$ cat config.mk
export PLATFORM = sky130hd
export DESIGN_NAME = uart_frame_tx
export DESIGN_NICKNAME = d
export VERILOG_FILES = /design/src/rtl/uart_tx_pkg.sv /design/src/rtl/uart_tx_cfg_reg.sv /design/src/rtl/uart_tx_hold.sv /design/src/rtl/uart_tx_shift.sv /design/src/rtl/uart_frame_tx.sv
export SDC_FILE = /design/constraint.sdc
export NUM_CORES = 1
export LEC_CHECK = 0
export BUFFER_PORTS_ARGS = -buffer_cell sky130_fd_sc_hd__buf_2
export CAP_MARGIN = 40
export CORE_ASPECT_RATIO = 0.9
export CORE_MARGIN = 3
export CORE_UTILIZATION = 55
export DETAILED_ROUTE_END_ITERATION = 16
export PLACE_DENSITY_LB_ADDON = 0.15
export SYNTH_ARGS = -nofsm -noshare
export SYNTH_HDL_FRONTEND = slang
export SYNTH_SLANG_ARGS = --single-unit
$ cat constraint.sdc
create_clock -name clk -period 3.09 [get_ports clk]
set_clock_uncertainty 0.05 [all_clocks]
set_input_delay 0.618 -clock clk [delete_from_list [all_inputs] [get_ports clk]]
set_output_delay 0.618 -clock clk [all_outputs]
set_load 0.01 [all_outputs]
$ cat src/rtl/uart_tx_pkg.sv
package uart_tx_pkg;

  typedef struct packed {
    logic word9;
    logic par_en;
    logic par_odd;
  } tx_cfg_t;

  localparam tx_cfg_t CFG_RESET = '{word9: 1'b0, par_en: 1'b0, par_odd: 1'b0};

endpackage

$ cat src/rtl/uart_tx_cfg_reg.sv
module uart_tx_cfg_reg
  import uart_tx_pkg::*;
(
  input  logic    clk,
  input  logic    rst_n,
  input  logic    enable,
  input  logic    cfg_we,
  input  tx_cfg_t cfg_in,
  output tx_cfg_t cfg_q
);

  always_ff @(posedge clk or negedge rst_n) begin
    if (!rst_n) begin
      cfg_q <= CFG_RESET;
    end else if (cfg_we && !enable) begin
      cfg_q <= cfg_in;
    end
  end


  cfg_locked_chk: assert property (@(posedge clk) disable iff (!rst_n)
    $past(enable) |-> $stable(cfg_q));

endmodule

$ cat src/rtl/uart_tx_hold.sv
module uart_tx_hold #(
  parameter int DATA_MAX = 9
) (
  input  logic                clk,
  input  logic                rst_n,
  input  logic                enable,
  input  logic                wr_valid,
  input  logic [DATA_MAX-1:0] wr_data,
  output logic                wr_ready,
  input  logic                take,
  output logic [DATA_MAX-1:0] hold_data,
  output logic                hold_full
);

  logic accept;

  assign wr_ready = !hold_full && enable;
  assign accept   = wr_valid && wr_ready;

  always_ff @(posedge clk or negedge rst_n) begin
    if (!rst_n) begin
      hold_full <= 1'b0;
      hold_data <= '0;
    end else if (accept) begin
      hold_full <= 1'b1;
      hold_data <= wr_data;
    end else if (take) begin
      hold_full <= 1'b0;
    end
  end


  txe_clear_chk: assert property (@(posedge clk) disable iff (!rst_n)
    accept |=> hold_full);


  txe_set_chk: assert property (@(posedge clk) disable iff (!rst_n)
    $fell(hold_full) |-> $past(take));


  take_full_chk: assert property (@(posedge clk) disable iff (!rst_n)
    take |-> hold_full);

endmodule

$ cat src/rtl/uart_tx_shift.sv
module uart_tx_shift
  import uart_tx_pkg::*;
#(
  parameter int DATA_MAX  = 9,
  parameter int STOP_BITS = 1
) (
  input  logic                clk,
  input  logic                rst_n,
  input  logic                enable,
  input  logic                baud_tick,
  input  logic                hold_full,
  input  logic [DATA_MAX-1:0] hold_data,
  input  tx_cfg_t             cfg,
  output logic                take,
  output logic                txd
);

  localparam int SH_W  = DATA_MAX + STOP_BITS;
  localparam int FRM_W = 1 + SH_W;
  localparam int CNT_W = $clog2(FRM_W + 1);

  logic [SH_W-1:0]     sreg;
  logic [CNT_W-1:0]    bits_left;
  logic [DATA_MAX-1:0] payload;
  logic [SH_W-1:0]     load_vec;
  logic [CNT_W-1:0]    load_len;
  logic                par_acc;
  int                  n_bits;

  always_comb begin
    n_bits  = cfg.word9 ? DATA_MAX : DATA_MAX - 1;
    par_acc = cfg.par_odd;
    payload = '1;
    for (int i = 0; i < DATA_MAX; i++) begin
      if (i < n_bits) payload[i] = hold_data[i];
      if (i < n_bits - 1) par_acc = par_acc ^ hold_data[i];
    end
    for (int i = 0; i < DATA_MAX; i++) begin
      if (cfg.par_en && (i == n_bits - 1)) payload[i] = par_acc;
    end
    load_vec = {{STOP_BITS{1'b1}}, payload};
    load_len = CNT_W'(1 + STOP_BITS) +
               (cfg.word9 ? CNT_W'(DATA_MAX) : CNT_W'(DATA_MAX - 1));
  end

  assign take = baud_tick && enable && hold_full && (bits_left <= CNT_W'(1));

  always_ff @(posedge clk or negedge rst_n) begin
    if (!rst_n) begin
      sreg      <= '1;
      bits_left <= '0;
      txd       <= 1'b1;
    end else if (baud_tick) begin
      if (take) begin
        sreg      <= load_vec;
        bits_left <= load_len;
        txd       <= 1'b0;
      end else if (bits_left > CNT_W'(1)) begin
        txd       <= sreg[0];
        sreg      <= {1'b1, sreg[SH_W-1:1]};
        bits_left <= bits_left - CNT_W'(1);
      end else begin
        bits_left <= '0;
        txd       <= 1'b1;
      end
    end
  end


  start_low_chk: assert property (@(posedge clk) disable iff (!rst_n)
    take |=> !txd);


  idle_high_chk: assert property (@(posedge clk) disable iff (!rst_n)
    (bits_left == '0) |-> txd);


  idle_gap_chk: assert property (@(posedge clk) disable iff (!rst_n)
    (baud_tick && (bits_left == CNT_W'(1)) && hold_full && enable) |=> !txd);

endmodule

$ cat src/rtl/uart_frame_tx.sv
module uart_frame_tx
  import uart_tx_pkg::*;
#(
  parameter int DATA_MAX  = 9,
  parameter int STOP_BITS = 1
) (
  input  logic                clk,
  input  logic                rst_n,
  input  logic                enable,
  input  logic                baud_tick,
  input  logic                cfg_we,
  input  logic                cfg_word9,
  input  logic                cfg_par_en,
  input  logic                cfg_par_odd,
  input  logic                txe_irq_en,
  input  logic                tx_valid,
  input  logic [DATA_MAX-1:0] tx_data,
  output logic                tx_ready,
  output logic                txe,
  output logic                irq,
  output logic                txd
);

  tx_cfg_t             cfg_in;
  tx_cfg_t             cfg_q;
  logic                take;
  logic                hold_full;
  logic [DATA_MAX-1:0] hold_data;

  assign cfg_in = '{word9: cfg_word9, par_en: cfg_par_en, par_odd: cfg_par_odd};

  uart_tx_cfg_reg cfg_i (
    .clk    (clk),
    .rst_n  (rst_n),
    .enable (enable),
    .cfg_we (cfg_we),
    .cfg_in (cfg_in),
    .cfg_q  (cfg_q)
  );

  uart_tx_hold #(.DATA_MAX(DATA_MAX)) hold_i (
    .clk       (clk),
    .rst_n     (rst_n),
    .enable    (enable),
    .wr_valid  (tx_valid),
    .wr_data   (tx_data),
    .wr_ready  (tx_ready),
    .take      (take),
    .hold_data (hold_data),
    .hold_full (hold_full)
  );

  uart_tx_shift #(.DATA_MAX(DATA_MAX), .STOP_BITS(STOP_BITS)) shift_i (
    .clk       (clk),
    .rst_n     (rst_n),
    .enable    (enable),
    .baud_tick (baud_tick),
    .hold_full (hold_full),
    .hold_data (hold_data),
    .cfg       (cfg_q),
    .take      (take),
    .txd       (txd)
  );

  assign txe = !hold_full;
  assign irq = txe && txe_irq_en;


  irq_ready_chk: assert property (@(posedge clk) disable iff (!rst_n)
    (irq && enable) |-> tx_ready);

endmodule

# == Word level (Yosys, flattened, before mapping) ==
# Index checks and enable logic that the tools add are counted.
# totals
reg_bits,28
inputBits,19
out_inout_bits,4
word_cells,107
# op_classes
addsub,3
magnitude_cmp,20
n_eq_ne,8
muxes,37
bitwise_logic,9
n_reduce_logical,22
# op_table
op,n
$lt A4 B32 Y1 const A,8
$eq A4 B32 Y1 const A,4
$lt A3 B32 Y1 const A,4
$eq A3 B32 Y1 const A,2
$lt A1 B32 Y1 const A,2
$lt A2 B32 Y1 const A,2
$lt A5 B32 Y1 const A,2
$mux W1,33
$eq A2 B32 Y1 const A,1
$eq A5 B32 Y1 const A,1
$logic_not A32 Y1,1
$sub A32 B2 Y32 const B,1
$mux W10,2
$logic_and A1 B1 Y1,16
$xor A1 B1 Y1,9
$mux W4,2
$add A3 B4 Y4 const A,1
$gt A4 B1 Y1 const B,1
$le A4 B1 Y1 const B,1
$reduce_bool A2 Y1,2
$sub A4 B1 Y4 const B,1
$logic_not A1 Y1,2
$reduce_and A2 Y1,1

# == Depth between registers and ports, before layout ==
# logic_depth
depth_word,22
ltp_mapped,7
mapped_depth_nobuf,7

# == Cells and area by module ==
# A second synthesis with hierarchy kept.
# unflattened
hier_cells,121
hier_area_um2,1395.1
# by_module_without_submodules
module,n_inst,cells_each,area_per_inst_um2,seq_area_each_um2
uart_tx_shift,1,88,817.0,362.8
uart_tx_hold,1,24,434.2,250.2
uart_tx_cfg_reg,1,7,133.9,75.1
uart_frame_tx,1,2,10.0,0.0

# == Least setup slack after synthesis ==
# Ideal clock, no wire load.
# synth_timing
kind,reg-to-reg
startpoint,reg shift_i.bits_left[0]
endpoint,reg shift_i.bits_left[1]
setup_time_ns,0.119
arrival_ns,1.521
t_required_ns,2.921
setup_slack_ns,1.400
stages_incl_launch_ff,8
path_buffers,1
synth_period_minus_slack_ns,1.690
cell_sequence,dfrtp_1 -> inv_1 -> ha_1 -> nor2_1 -> nor3_1 -> buf_2 -> o211ai_1 -> o21a_1
# synth_between
elab_chain_len,3
word_cells_on_any_way,6
cone_classes,add/sub: 1; order compare: 2; mux: 2; reduce/logical: 1
# synth_lines
item,line_no,text
start: declaration,uart_tx_shift.sv:23,logic [CNT_W-1:0] bits_left;
start signal: assignment,uart_tx_shift.sv:56,bits_left <= load_len;
start signal: assignment,uart_tx_shift.sv:61,bits_left <= bits_left - CNT_W'(1);
"$sub A4 B1 Y4, or another cell as far along",uart_tx_shift.sv:61,
$mux W4 / $logic_and A1 B1 Y1 (equally long branches),"uart_tx_shift.sv:58, uart_tx_shift.sv:46",
$mux W4 *,uart_tx_shift.sv:54,if (take) begin
# Every way passes the cells marked *; elsewhere a longest branch is shown, timed or not.
# A chain may end at the register's enable or synchronous reset.

# == Worst setup path after layout ==
# layout_timing
startpoint,reg shift_i.bits_left[0]
endpoint,reg shift_i.sreg[7]
# layout_between
elab_chain_len,4
word_cells_on_any_way,6
cone_classes,order compare: 2; mux: 1; reduce/logical: 3
# layout_lines
item,line_no,text
$le A4 B1 Y1,uart_tx_shift.sv:46,assign take = baud_tick && enable && hold_full && (bits_left <= CNT_W'(1));
$logic_and A1 B1 Y1,uart_tx_shift.sv:46,
$reduce_bool A2 Y1 (no line),-,
$reduce_and A2 Y1 (no line),-,
end signal: assignment,uart_tx_shift.sv:55,sreg <= load_vec;
end signal: assignment,uart_tx_shift.sv:60,"sreg <= {1'b1, sreg[SH_W-1:1]};"
end: declaration,uart_tx_shift.sv:22,logic [SH_W-1:0] sreg;
# Several ways; a longest one is shown, not always the timed one.

==> metrics <==
Post-synth top cells 17 x dfrtp_1, 12 x mux2_2, 10 x a21oi_1, 10 x dfstp_2, 9 x nor2_1; core area 0.00222 mm2; Syn Area/Cell 11.2 um2; critical path buffer and inverter count 2; Leak 0.661 nW; Yosys top cell area share 0.327; WL per Instance 14.8 um; Worst Setup End Kind flop; IO Port Bufs 22; worst path cell trace inv_1, ha_1, nor2_1, nor3_1, buf_2, a21boi_2, o22ai_1, a31o_2; most used standard cell by instance count after synthesis dfrtp_1; Num CTS Buffers 3; max-slew violation count 0; first-pass detailed-route iteration total 4; Slew HR 0.567; Hold Slack 0.211 ns; clk slew on worst S/H paths 0.15 ns; cells after synthesis 116; I/O pins 23; setup TNS 0 ns; crit path launch type flop; crit-path max cell delay 0.40 ns; Rows 16; synth warn 0; clk root buf clkbuf_4; Power Density 990 mW/mm2; nets@finish 163; Min-Delay Path Class input port to asynchronous set/reset pin; antenna viol nets, final 0; Synth cell types 29; Synth Flop Type dfrtp_1; first-pass GRT wire length 4.33 mm; DR DRC count 0; crit share post-route 0.628; max_cap viols 0; post-DR vias/cell 5.71; GRT overflow 0; Final min period 1.94 ns; layout cell share with drive strength beyond 1 0.383; clock share of power 0.108; slowest CP cell dfrtp_1; Post-synth ARST share 1.00; Placer Congestion 0.767; initial antenna violation count 0; delay-heaviest family, CP compound AO/OA/AOI/OAI gates; initial core utilization 0.586; required time at the worst-slack endpoint 3.32 ns; status finished, final reports clean; Critical Path Fanout Max 9; Clock Sinks 27; Setup Fix Bufs, Post-CTS 0; deepest clock path buffer count 2; largest net degree at the start of global routing 28; vias in the first global route 958; post-synth top area cell dfrtp_1; syn nets 137; fillcell total 189; fmax 515 MHz; Clock H-tree levels 1; #FFs+latches synth 27; post-CTS sizing 0; Flop pwr share 0.452; Sw Pwr 0.521 mW; Switching Share 0.357; Clk Latency, worst-skew pair 0.33 ns; Peak VDD IR 0.649 mV; Die Span Y 52.2 um; CTS tree built; unrepaired setup endpoints after global routing false; number of DRC markers in iteration 0 19; WL final 2.49 mm; Post-synth EDFFs 0; DR vias 960; post-detail-place hpwl 1.83 mm; Seq/Total Area, Yosys 0.528; Area growth, synth to finish 13.4%; Worst Path Arrival 2.18 ns; total die area 0.00299 mm2; Die W 57.3 um; gr usage total 0.192; Synth area leaders dfrtp_1 33%, dfstp_2 20%, mux2_2 10%, xnor2_1 4.7%, a21oi_1 3.8%; Gate power share 0.440; Least-Margin Pin Slew 0.643 ns; Int Pwr 0.939 mW; hold_buf cts 0; critical path type flop to flop; Netlist Area Pre-Place 0.00130 mm2; # setup viols final 0; final hold violation count 0; antenna cells 0
[metal layers]
metal	track usage	wire, um	vias up
met3	0.0521	99	2
li1	-	-	471
met1	0.242	1150	466
met5	0	0	-
met4	0.0386	13	0
met2	0.333	1230	21
[power groups by stage]
stage | Combinational, mW | Clock, mW | Sequential [mW]
after floorplan | 0.526 | 0 | 0.631
after global placement | 0.621 | 0 | 0.658
after detailed placement | 0.644 | 0 | 0.666
after CTS | 0.646 | 0.162 | 0.659
after global routing | 0.725 | 0.177 | 0.678
final | 0.643 | 0.158 | 0.660
[cell usage in the layout, fill, tap and decap left out, types with 4 or more instances in the layout]
cell type / n
nor2b_1: 5
o22ai_1: 8
nand2_1: 4
inv_1: 7
dfstp_2: 10
dfrtp_1: 17
xnor2_1: 7
mux2_2: 12
a21oi_1: 10
nor2_1: 9
buf_2: 23
[sequential cells by signal (all words and copies together), names as in the netlist]
| register | flops |
|---|---|
| hold_i.hold_full | 1 |
| shift_i.sreg | 9 |
| cfg_i.cfg_q | 3 |
| shift_i.txd | 1 |
| hold_i.hold_data | 9 |
| shift_i.bits_left | 4 |
[path summary, 6_finish.rpt]
path | cells after the start | startpoint | slack (ns) | to
max | 8 | shift_i.bits_left[0]$_DFFE_PN0P_ | 1.15 | shift_i.sreg[7]$_DFFE_PN1P_
min | 1 | rst_n | 0.21 | shift_i.bits_left[2]$_DFFE_PN0P_
max reg2reg | 8 | shift_i.bits_left[0]$_DFFE_PN0P_ | 1.15 | shift_i.sreg[7]$_DFFE_PN1P_
min reg2reg | 2 | shift_i.txd$_DFFE_PN1P_ | 0.43 | shift_i.txd$_DFFE_PN1P_
max in group asynchronous | 1 | rst_n | 2.40 | shift_i.sreg[3]$_DFFE_PN1P_
min in group clk | 2 | shift_i.txd$_DFFE_PN1P_ | 0.43 | shift_i.txd$_DFFE_PN1P_
[kinds of logic (layout without fill, tap and decap cells)]
family                     Yosys count  after routing  synth area share
AOI/OAI and AO/OA                   32             32             0.160
buffers and inverters               10             35            0.0298
adders and majority gates            2              2            0.0192
muxes                               12             12             0.104
xor gates and xnor gates             8              8            0.0644
and+or+nand+nor                     25             25            0.0941
DFF                                 27             27             0.528
[per-stage QoR]
step / util / std cells / cell area, um2 / setup WS, ns / power, mW
after floorplan: - / 116 / 1300 / 1.40 / 1.16
after global placement: 0.649 / 163 / 1440 / 1.02 / 1.28
after detailed placement: 0.649 / 163 / 1440 / 0.903 / 1.31
after CTS: 0.662 / 167 / 1470 / 0.849 / 1.47
after global routing: 0.664 / 168 / 1480 / 1.02 / 1.58
final: 0.664 / 168 / 1480 / 1.15 / 1.46
[area by class of cell]
cell class                      count  area [um2]  share of cell area
Tap cell                           27        33.8              0.0229
Sequential cell                    27         688               0.466
Clock inverter                      1        7.51             0.00508
Clock buffer                        3        22.5              0.0153
Inverter                            7        26.3              0.0178
Multi-Input combinational cell     79         576               0.390
Timing Repair Buffer               24         123              0.0831
Note: power is estimated with default switching activity, not from simulation.
